`config.mk`:
```
export PLATFORM = sky130hd
export DESIGN_NAME = mbx_flag_ctrl
export DESIGN_NICKNAME = d
export VERILOG_FILES = /design/src/rtl/mbx_pkg.sv /design/src/rtl/mbx_ctrl.sv /design/src/rtl/mbx_datapath.sv /design/src/rtl/mbx_flag_ctrl.sv
export SDC_FILE = /design/constraint.sdc
export NUM_CORES = 1
export LEC_CHECK = 0
export CAP_MARGIN = 30
export CORE_MARGIN = 10
export CORE_UTILIZATION = 40
export DETAILED_ROUTE_END_ITERATION = 10
export GPL_ROUTABILITY_DRIVEN = 0
export HOLD_SLACK_MARGIN = 0.06
export PLACE_DENSITY_LB_ADDON = 0.05
export RECOVER_POWER = 25
export SYNTH_ARGS = -nofsm -noshare
export SYNTH_HDL_FRONTEND = slang
export SYNTH_HIERARCHICAL = 1
export SYNTH_SLANG_ARGS = --single-unit
```
`constraint.sdc`:
```
create_clock -name clk -period 1.8 [get_ports clk]
set_input_delay 0.45 -clock clk [delete_from_list [all_inputs] [get_ports clk]]
set_output_delay 0.45 -clock clk [all_outputs]
set_load 0.005 [all_outputs]
```
`src/rtl/mbx_pkg.sv`:
```
package mbx_pkg;
  // Bit position where the upper per-channel field starts (tx mask, set strobes)
  localparam int HI_OFS = 16;

  typedef enum logic [1:0] {
    REG_CTRL   = 2'd0,
    REG_MASK   = 2'd1,
    REG_SETCLR = 2'd2,
    REG_STAT   = 2'd3
  } regSel_e;

  typedef struct packed {
    logic    cpu;
    logic    wrCtrl;
    logic    wrMask;
    logic    wrSetClr;
    logic    rdStb;
    regSel_e rdSel;
  } mbxStrobe_t;
endpackage

```
`src/rtl/mbx_ctrl.sv`:
```
module mbx_ctrl
  import mbx_pkg::*;
(
  input  logic       wrEn,
  input  logic       rdEn,
  input  logic       cpuSel,
  input  logic [1:0] addr,
  output mbxStrobe_t stb
);
  regSel_e sel;
  assign sel = regSel_e'(addr);

  always_comb begin
    stb          = '0;
    stb.cpu      = cpuSel;
    stb.wrCtrl   = wrEn && (sel == REG_CTRL);
    stb.wrMask   = wrEn && (sel == REG_MASK);
    stb.wrSetClr = wrEn && (sel == REG_SETCLR);
    stb.rdStb    = rdEn;
    stb.rdSel    = sel;
  end
endmodule

```
`src/rtl/mbx_datapath.sv`:
```
module mbx_datapath
  import mbx_pkg::*;
#(
  parameter int NUM_CH = 6,
  parameter int DATA_W = 32
) (
  input  logic              clk,
  input  logic              rstN,
  input  mbxStrobe_t        stb,
  input  logic [DATA_W-1:0] wrData,
  output logic [DATA_W-1:0] rdData,
  output logic [1:0]        irqRxOcc,
  output logic [1:0]        irqTxFree
);
  localparam int NUM_CPU = 2;

  logic [NUM_CH-1:0] flags  [NUM_CPU];
  logic [NUM_CH-1:0] rxMask [NUM_CPU];
  logic [NUM_CH-1:0] txMask [NUM_CPU];
  logic              rxIe   [NUM_CPU];
  logic              txIe   [NUM_CPU];

  logic [NUM_CH-1:0] setField, clrField;
  assign setField = wrData[HI_OFS +: NUM_CH];
  assign clrField = wrData[0 +: NUM_CH];

  logic unusedWrBits;
  assign unusedWrBits = ^wrData;

  for (genvar g = 0; g < NUM_CPU; g++) begin : gCpu
    logic              selfSel;
    logic [NUM_CH-1:0] flagQ, rxMaskQ, txMaskQ, setBits, clrBits;
    logic              rxIeQ, txIeQ;

    assign selfSel = (stb.cpu == 1'(g));
    // own set strobe raises this CPU's flag; the peer's clear strobe drops it
    assign setBits = (stb.wrSetClr && selfSel)  ? setField : '0;
    assign clrBits = (stb.wrSetClr && !selfSel) ? clrField : '0;

    always_ff @(posedge clk) begin
      if (!rstN) begin
        flagQ   <= '0;
        rxMaskQ <= '1;
        txMaskQ <= '1;
        rxIeQ   <= 1'b0;
        txIeQ   <= 1'b0;
      end else begin
        flagQ <= (flagQ | setBits) & ~clrBits;
        if (stb.wrCtrl && selfSel) begin
          rxIeQ <= wrData[0];
          txIeQ <= wrData[1];
        end
        if (stb.wrMask && selfSel) begin
          rxMaskQ <= clrField;
          txMaskQ <= setField;
        end
      end
    end

    assign flags[g]  = flagQ;
    assign rxMask[g] = rxMaskQ;
    assign txMask[g] = txMaskQ;
    assign rxIe[g]   = rxIeQ;
    assign txIe[g]   = txIeQ;
  end

  for (genvar g = 0; g < NUM_CPU; g++) begin : gIrq
    assign irqRxOcc[g]  = rxIe[g] && |(flags[1-g] & ~rxMask[g]);
    assign irqTxFree[g] = txIe[g] && |(~flags[g] & ~txMask[g]);
  end

  logic [DATA_W-1:0] readNext;
  always_comb begin
    readNext = '0;
    unique case (stb.rdSel)
      REG_CTRL: begin
        readNext[0] = rxIe[stb.cpu];
        readNext[1] = txIe[stb.cpu];
      end
      REG_MASK: begin
        readNext[0 +: NUM_CH]      = rxMask[stb.cpu];
        readNext[HI_OFS +: NUM_CH] = txMask[stb.cpu];
      end
      REG_STAT:   readNext[0 +: NUM_CH] = flags[stb.cpu];
      REG_SETCLR: readNext = '0;
      default:    readNext = '0;
    endcase
  end

  always_ff @(posedge clk) begin
    if (!rstN)          rdData <= '0;
    else if (stb.rdStb) rdData <= readNext;
  end
endmodule

```
`src/rtl/mbx_flag_ctrl.sv`:
```
module mbx_flag_ctrl
  import mbx_pkg::*;
#(
  parameter int NUM_CH = 6,
  parameter int DATA_W = 32
) (
  input  logic              clk,
  input  logic              rstN,
  input  logic              wrEn,
  input  logic              rdEn,
  input  logic              cpuSel,
  input  logic [1:0]        addr,
  input  logic [DATA_W-1:0] wrData,
  output logic [DATA_W-1:0] rdData,
  output logic [1:0]        irqRxOcc,
  output logic [1:0]        irqTxFree
);
  mbxStrobe_t stb;

  mbx_ctrl u_ctrl (
    .wrEn   (wrEn),
    .rdEn   (rdEn),
    .cpuSel (cpuSel),
    .addr   (addr),
    .stb    (stb)
  );

  mbx_datapath #(.NUM_CH(NUM_CH), .DATA_W(DATA_W)) u_dp (
    .clk       (clk),
    .rstN      (rstN),
    .stb       (stb),
    .wrData    (wrData),
    .rdData    (rdData),
    .irqRxOcc  (irqRxOcc),
    .irqTxFree (irqTxFree)
  );
endmodule

```
# == Word-level counts from Yosys, hierarchy flattened ==
# Cells that the tools add are included.
# totals
regBits,52
inputBits,39
output_inout_bits,36
elab_cells,75
# op_classes
n_lt_le_gt_ge,1
n_eq_ne,3
muxes,22
bitwise_logic,18
n_reduce_logical,20
# ops
cell,n
$mux 6,14
$not 6->6,8
$and 6x6->6,6
$reduce_or 6->1,4
$logic_and 1x1->1,14
$or 6x6->6,2
$pmux 2 s4,1
$pmux 4 s2,1
$mux 1,6
$eq 2x2->1 const B,2
$eq 2x1->1 const B,1
$ge 2x2->1 const B,1
$logic_not 2->1,1
$not 1->2,1
$logic_not 1->1,1
$not 1->1,1

# == Logic depth before layout (Yosys ltp) ==
# depth
depth_word,6
mapped_depth,7
ltp_nobuf,4

# == Hierarchy ==
# Netlist, hierarchy kept.
# modules_own_cells
module,n_inst,cells_per_inst,area_per_inst_um2,seq_area_each_um2
mbx_datapath,1,313,2602.5,1041.0
mbx_ctrl,1,7,60.1,0.0

# == Worst setup path before layout ==
# OpenSTA, ideal clock, no wires.
# synth_timing
path_kind,input -> register
startpoint,in cpuSel
endpoint,reg u_dp.rdData[0]
setup_ps,119
arrival_time_ps,1304
t_required_ps,1681
path_slack_ps,377
stages,5
n_path_buf,2
path_cell_list,buf_4 -> buf_6 -> mux2_4 -> o2bb2ai_1 -> o221a_2
# synth_via
elab_chain_len,5
word_cells_on_any_way,11
cone_classes,mux (10); bitwise (1)
# synth_lines
element,line_no,text
from (decl),mbx_flag_ctrl.sv:11,"input logic cpuSel,"
$not 1->2 (not written as such) *,"mbx_datapath.sv:77, mbx_datapath.sv:81, mbx_datapath.sv:84",
"$mux 6 (not written as such), or another cell as far along (3 in series)",mbx_datapath.sv:84,REG_STAT: readNext[0 +: NUM_CH] = flags[stb.cpu];
$pmux 2 s4 *,mbx_datapath.sv:75,unique case (stb.rdSel)
to (signal assigned),mbx_datapath.sv:92,else if (stb.rdStb) rdData <= readNext;
to (decl),mbx_datapath.sv:11,"output logic [DATA_W-1:0] rdData,"
# Every way passes the cells marked *; elsewhere a longest branch is shown, timed or not. The select of a mux whose other input is x is not followed.
# A chain may end at the register's enable or synchronous reset.

# == Worst setup path after layout ==
# layout_timing
startpoint,reg u_dp.gCpu[1].flagQ[5]
endpoint,out irqRxOcc[0]
# layout_via
elab_chain_len,3
# layout_lines
element,line_no,text
from (decl),mbx_datapath.sv:32,"logic [NUM_CH-1:0] flagQ, rxMaskQ, txMaskQ, setBits, clrBits;"
from (signal assigned),mbx_datapath.sv:48,flagQ <= (flagQ | setBits) & ~clrBits;
$and 6x6->6,mbx_datapath.sv:68,assign irqRxOcc[g] = rxIe[g] && |(flags[1-g] & ~rxMask[g]);
$reduce_or 6->1,mbx_datapath.sv:68,
$logic_and 1x1->1,mbx_datapath.sv:68,
to (decl),mbx_flag_ctrl.sv:15,"output logic [1:0] irqRxOcc,"
# No other way between the ends.

==> summary.txt <==
R2r setup slk - 0.61 ns
Period utilization - 96.0%
Cell family with most CP delay - flip-flops
Crit path kind - flop to output pin
Hold Path Origin - u_dp/gCpu[0].txMaskQ[4]$_SDFFE_PN1P_
Max Cap Viol - 0
Clock-pin slew on the worst setup and hold paths - 0.10 ns
Fmax - 0.579 GHz
CP max FO - 2
Starting Density - 41.5%
RSZ-0062 raised after global routing - false
Post-Syn Area per Cell - 8.32 sq um
Overflow after GRT - 0
Worst Hold Depth - 2
PortBufs - 34
Tightest Hold Check Type - flop to flop
TritonCTS clock tree - done
CTS Buffer Depth - 2
Cell Pwr Density - 741 nW/um^2
Die height - 102 um
Setup TNS - 0 ns
Post-Synthesis Cells - 320
WP data required - 1.35 ns
Hold Buf Count CTS - 0
DRC violations left - 0
Final Net Count - 406
Cell Chain, Critical Path - buf_4 > inv_1 > o22ai_2 > o31a_1 > clkbuf_2
WL/cell - 16.1 um
Post-synthesis cell area - 2660 sq um
Unique masters post-synth - 31
Routed vias - 2241
Layout Utilization - 51.1%
# fillers - 640
Die area - 10300 sq um
Synth top area share - 39.1%
Tot GR Track Use - 14.0%
Clock root buffer - clkbuf_8
Startpoint of the worst register-to-register path - u_dp/gCpu[1].flagQ[0]$_SDFF_PN0_
Diode count - 0
Final hold violations - 0
I/O pin count - 75
Synth area leaders - dfxtp_1, nand2_1, mux2i_1
Initial drt markers - 134
Most frequent cell after synthesis - nand2_1
Final min period - 1.73 ns
Final Max Tran Viols - 0
Num rows - 29
Register bit count reported by yosys - 52
Critical-path top delay cell - dfxtp_2
Endpoints failing setup - 0
Worst R2R Path Depth - 5
Worst Path Arrival - 1.28 ns
Post-synth top area cell - dfxtp_1
CP bufs+invs - 3
Htree depth - 2
Num CTS Buffers - 5
Max incr delay on CP - 0.35 ns
YS warnings - 6
Commonest cells in the netlist - nand2_1, dfxtp_1, nand3_1
Largest net degree at the start of global routing - 53
Status - complete, no violations
Max rail drop VDD - 0.000403 V
Drt pass-1 iters - 4
Final Total Pwr - 2.43 mW
Initial antenna violation count - 0
Core ar. - 6420 sq um
R2r endpoint - u_dp/rdData[0]$_SDFFE_PN0P_
CP startpoint kind - flop
Synth-to-Final Area Change - 23.3%
Final worst clock skew - 0.00820 ns
EDFF count, synth - 0
Number of global-route vias before repair - 2254
Clock Sinks - 52
Share of layout cells above drive strength 1 - 19.8%
Final WL - 7150 um
HPWL after DPL - 5320 um
Die Wd - 102 um
Post-DRT Antenna Nets - 0
Via/cell ratio - 5.04
Later-pin clock latency in the skew report - 0.30 ns
Top FF cell, synth - dfxtp_1
Post-synthesis sequential area ratio - 39.1%
Hold Path End - u_dp/gCpu[0].txMaskQ[4]$_SDFFE_PN1P_
Post-synth ARST share - 0%
First-pass GRT wire length - 11700 um
Leakage power - 1.43 nW
CP endpoint kind - output pin
## cells by family after synthesis
| kind of cell | share of synthesized area (%) |
|---|---|
| other | 0.141 |
| buffers and inverters | 13.8 |
| muxes | 8.65 |
| AOI/OAI and AO/OA | 17.1 |
| DFF | 39.1 |
| and+or+nand+nor | 21.2 |
## stage by stage
step	instances	setup WS [ns]	hold WS, ns	instance area, sq um
2_1_floorplan	339	0.377	0.457	2730
3_3_place_gp	432	-0.287	0.476	3100
3_5_place_dp	432	-0.295	0.478	3100
4_1_cts	444	-0.0782	0.486	3300
5_1_grt	445	0.0197	0.503	3280
6_report	445	0.0719	0.485	3280
## worst register-to-register path, cell delays in order (launching register included)
cell and delay, ns:
dfxtp_2 0.35, buf_4 0.13, buf_4 0.13, mux2i_1 0.16
o2bb2ai_1 0.09, o221a_2 0.24
## registers in the layout (all words and copies together), names as in the netlist
signal / cells
u_dp/gCpu.flagQ: 12
u_dp/gCpu.txIeQ: 2
u_dp/rdData: 12
u_dp/gCpu.txMaskQ: 12
u_dp/gCpu.rxIeQ: 2
u_dp/gCpu.rxMaskQ: 12
## placed cells by master, fill, tap and decap left out, drive strengths merged, types with 2 or more instances in the layout
cell	instances
o22ai	19
a22oi	6
conb	20
nand2b	3
a21boi	2
mux2	2
nand3	27
o22a	3
o31a	4
clkbuf	9
nand2	60
buf	31
mux2i	20
clkdlybuf4s50	27
a21oi	9
and2	13
o221a	2
and3b	2
dfxtp	52
a21o	6
dlygate4sd3	2
o21ai	5
inv	19
nor2b	9
o2bb2ai	8
## where the power goes
part           switching (mW)  internal, mW  leakage [nW]
clock network           0.389         0.455        0.0614
registers              0.0377          1.20         0.427
logic                   0.172         0.182         0.943
total                   0.599          1.83          1.43
## repair_timing
item | CTS | global route
resized for setup | 41 | 4
setup endpoints to repair | 5 | 4
setup buffers | 5 | 1
pin swaps | 3 | 4
## layout make-up
class                      count  area, sq um  area share, %
clock buffer                   6         82.6           2.52
clock inverter                 2         38.8           1.18
inverter                      19         71.3           2.17
multi-input combinational    225         1350           41.2
sequential                    52         1080           32.8
tap                           77         96.3           2.94
timing repair buffer          64          564           17.2
## per-layer routing
layer	share of wire (%)	vias up	GRT usage (%)
met2	47	57	22.9
met3	5.3	8	3.00
met4	1.2	0	3.96
met5	0	-	0
met1	46	1025	18.2
li1	-	1151	-
## worst max path at each step
stage | from | endpoint | slack (ns) | cells past startpoint
CTS | u_dp/gCpu[1].flagQ[5]$_SDFF_PN0_ | irqRxOcc[0] | -0.08 | 5
detailed placement | addr[1] | u_dp/gCpu[0].rxMaskQ[3]$_SDFFE_PN1P_ | -0.30 | 5
global route | u_dp/gCpu[1].flagQ[5]$_SDFF_PN0_ | irqRxOcc[0] | 0.02 | 5
global placement | addr[0] | u_dp/gCpu[0].rxMaskQ[1]$_SDFFE_PN1P_ | -0.29 | 5
finish | u_dp/gCpu[1].flagQ[5]$_SDFF_PN0_ | irqRxOcc[0] | 0.07 | 5
floorplan | cpuSel | u_dp/rdData[0]$_SDFFE_PN0P_ | 0.38 | 5
No activity file was read; power rests on OpenSTA's default activity.
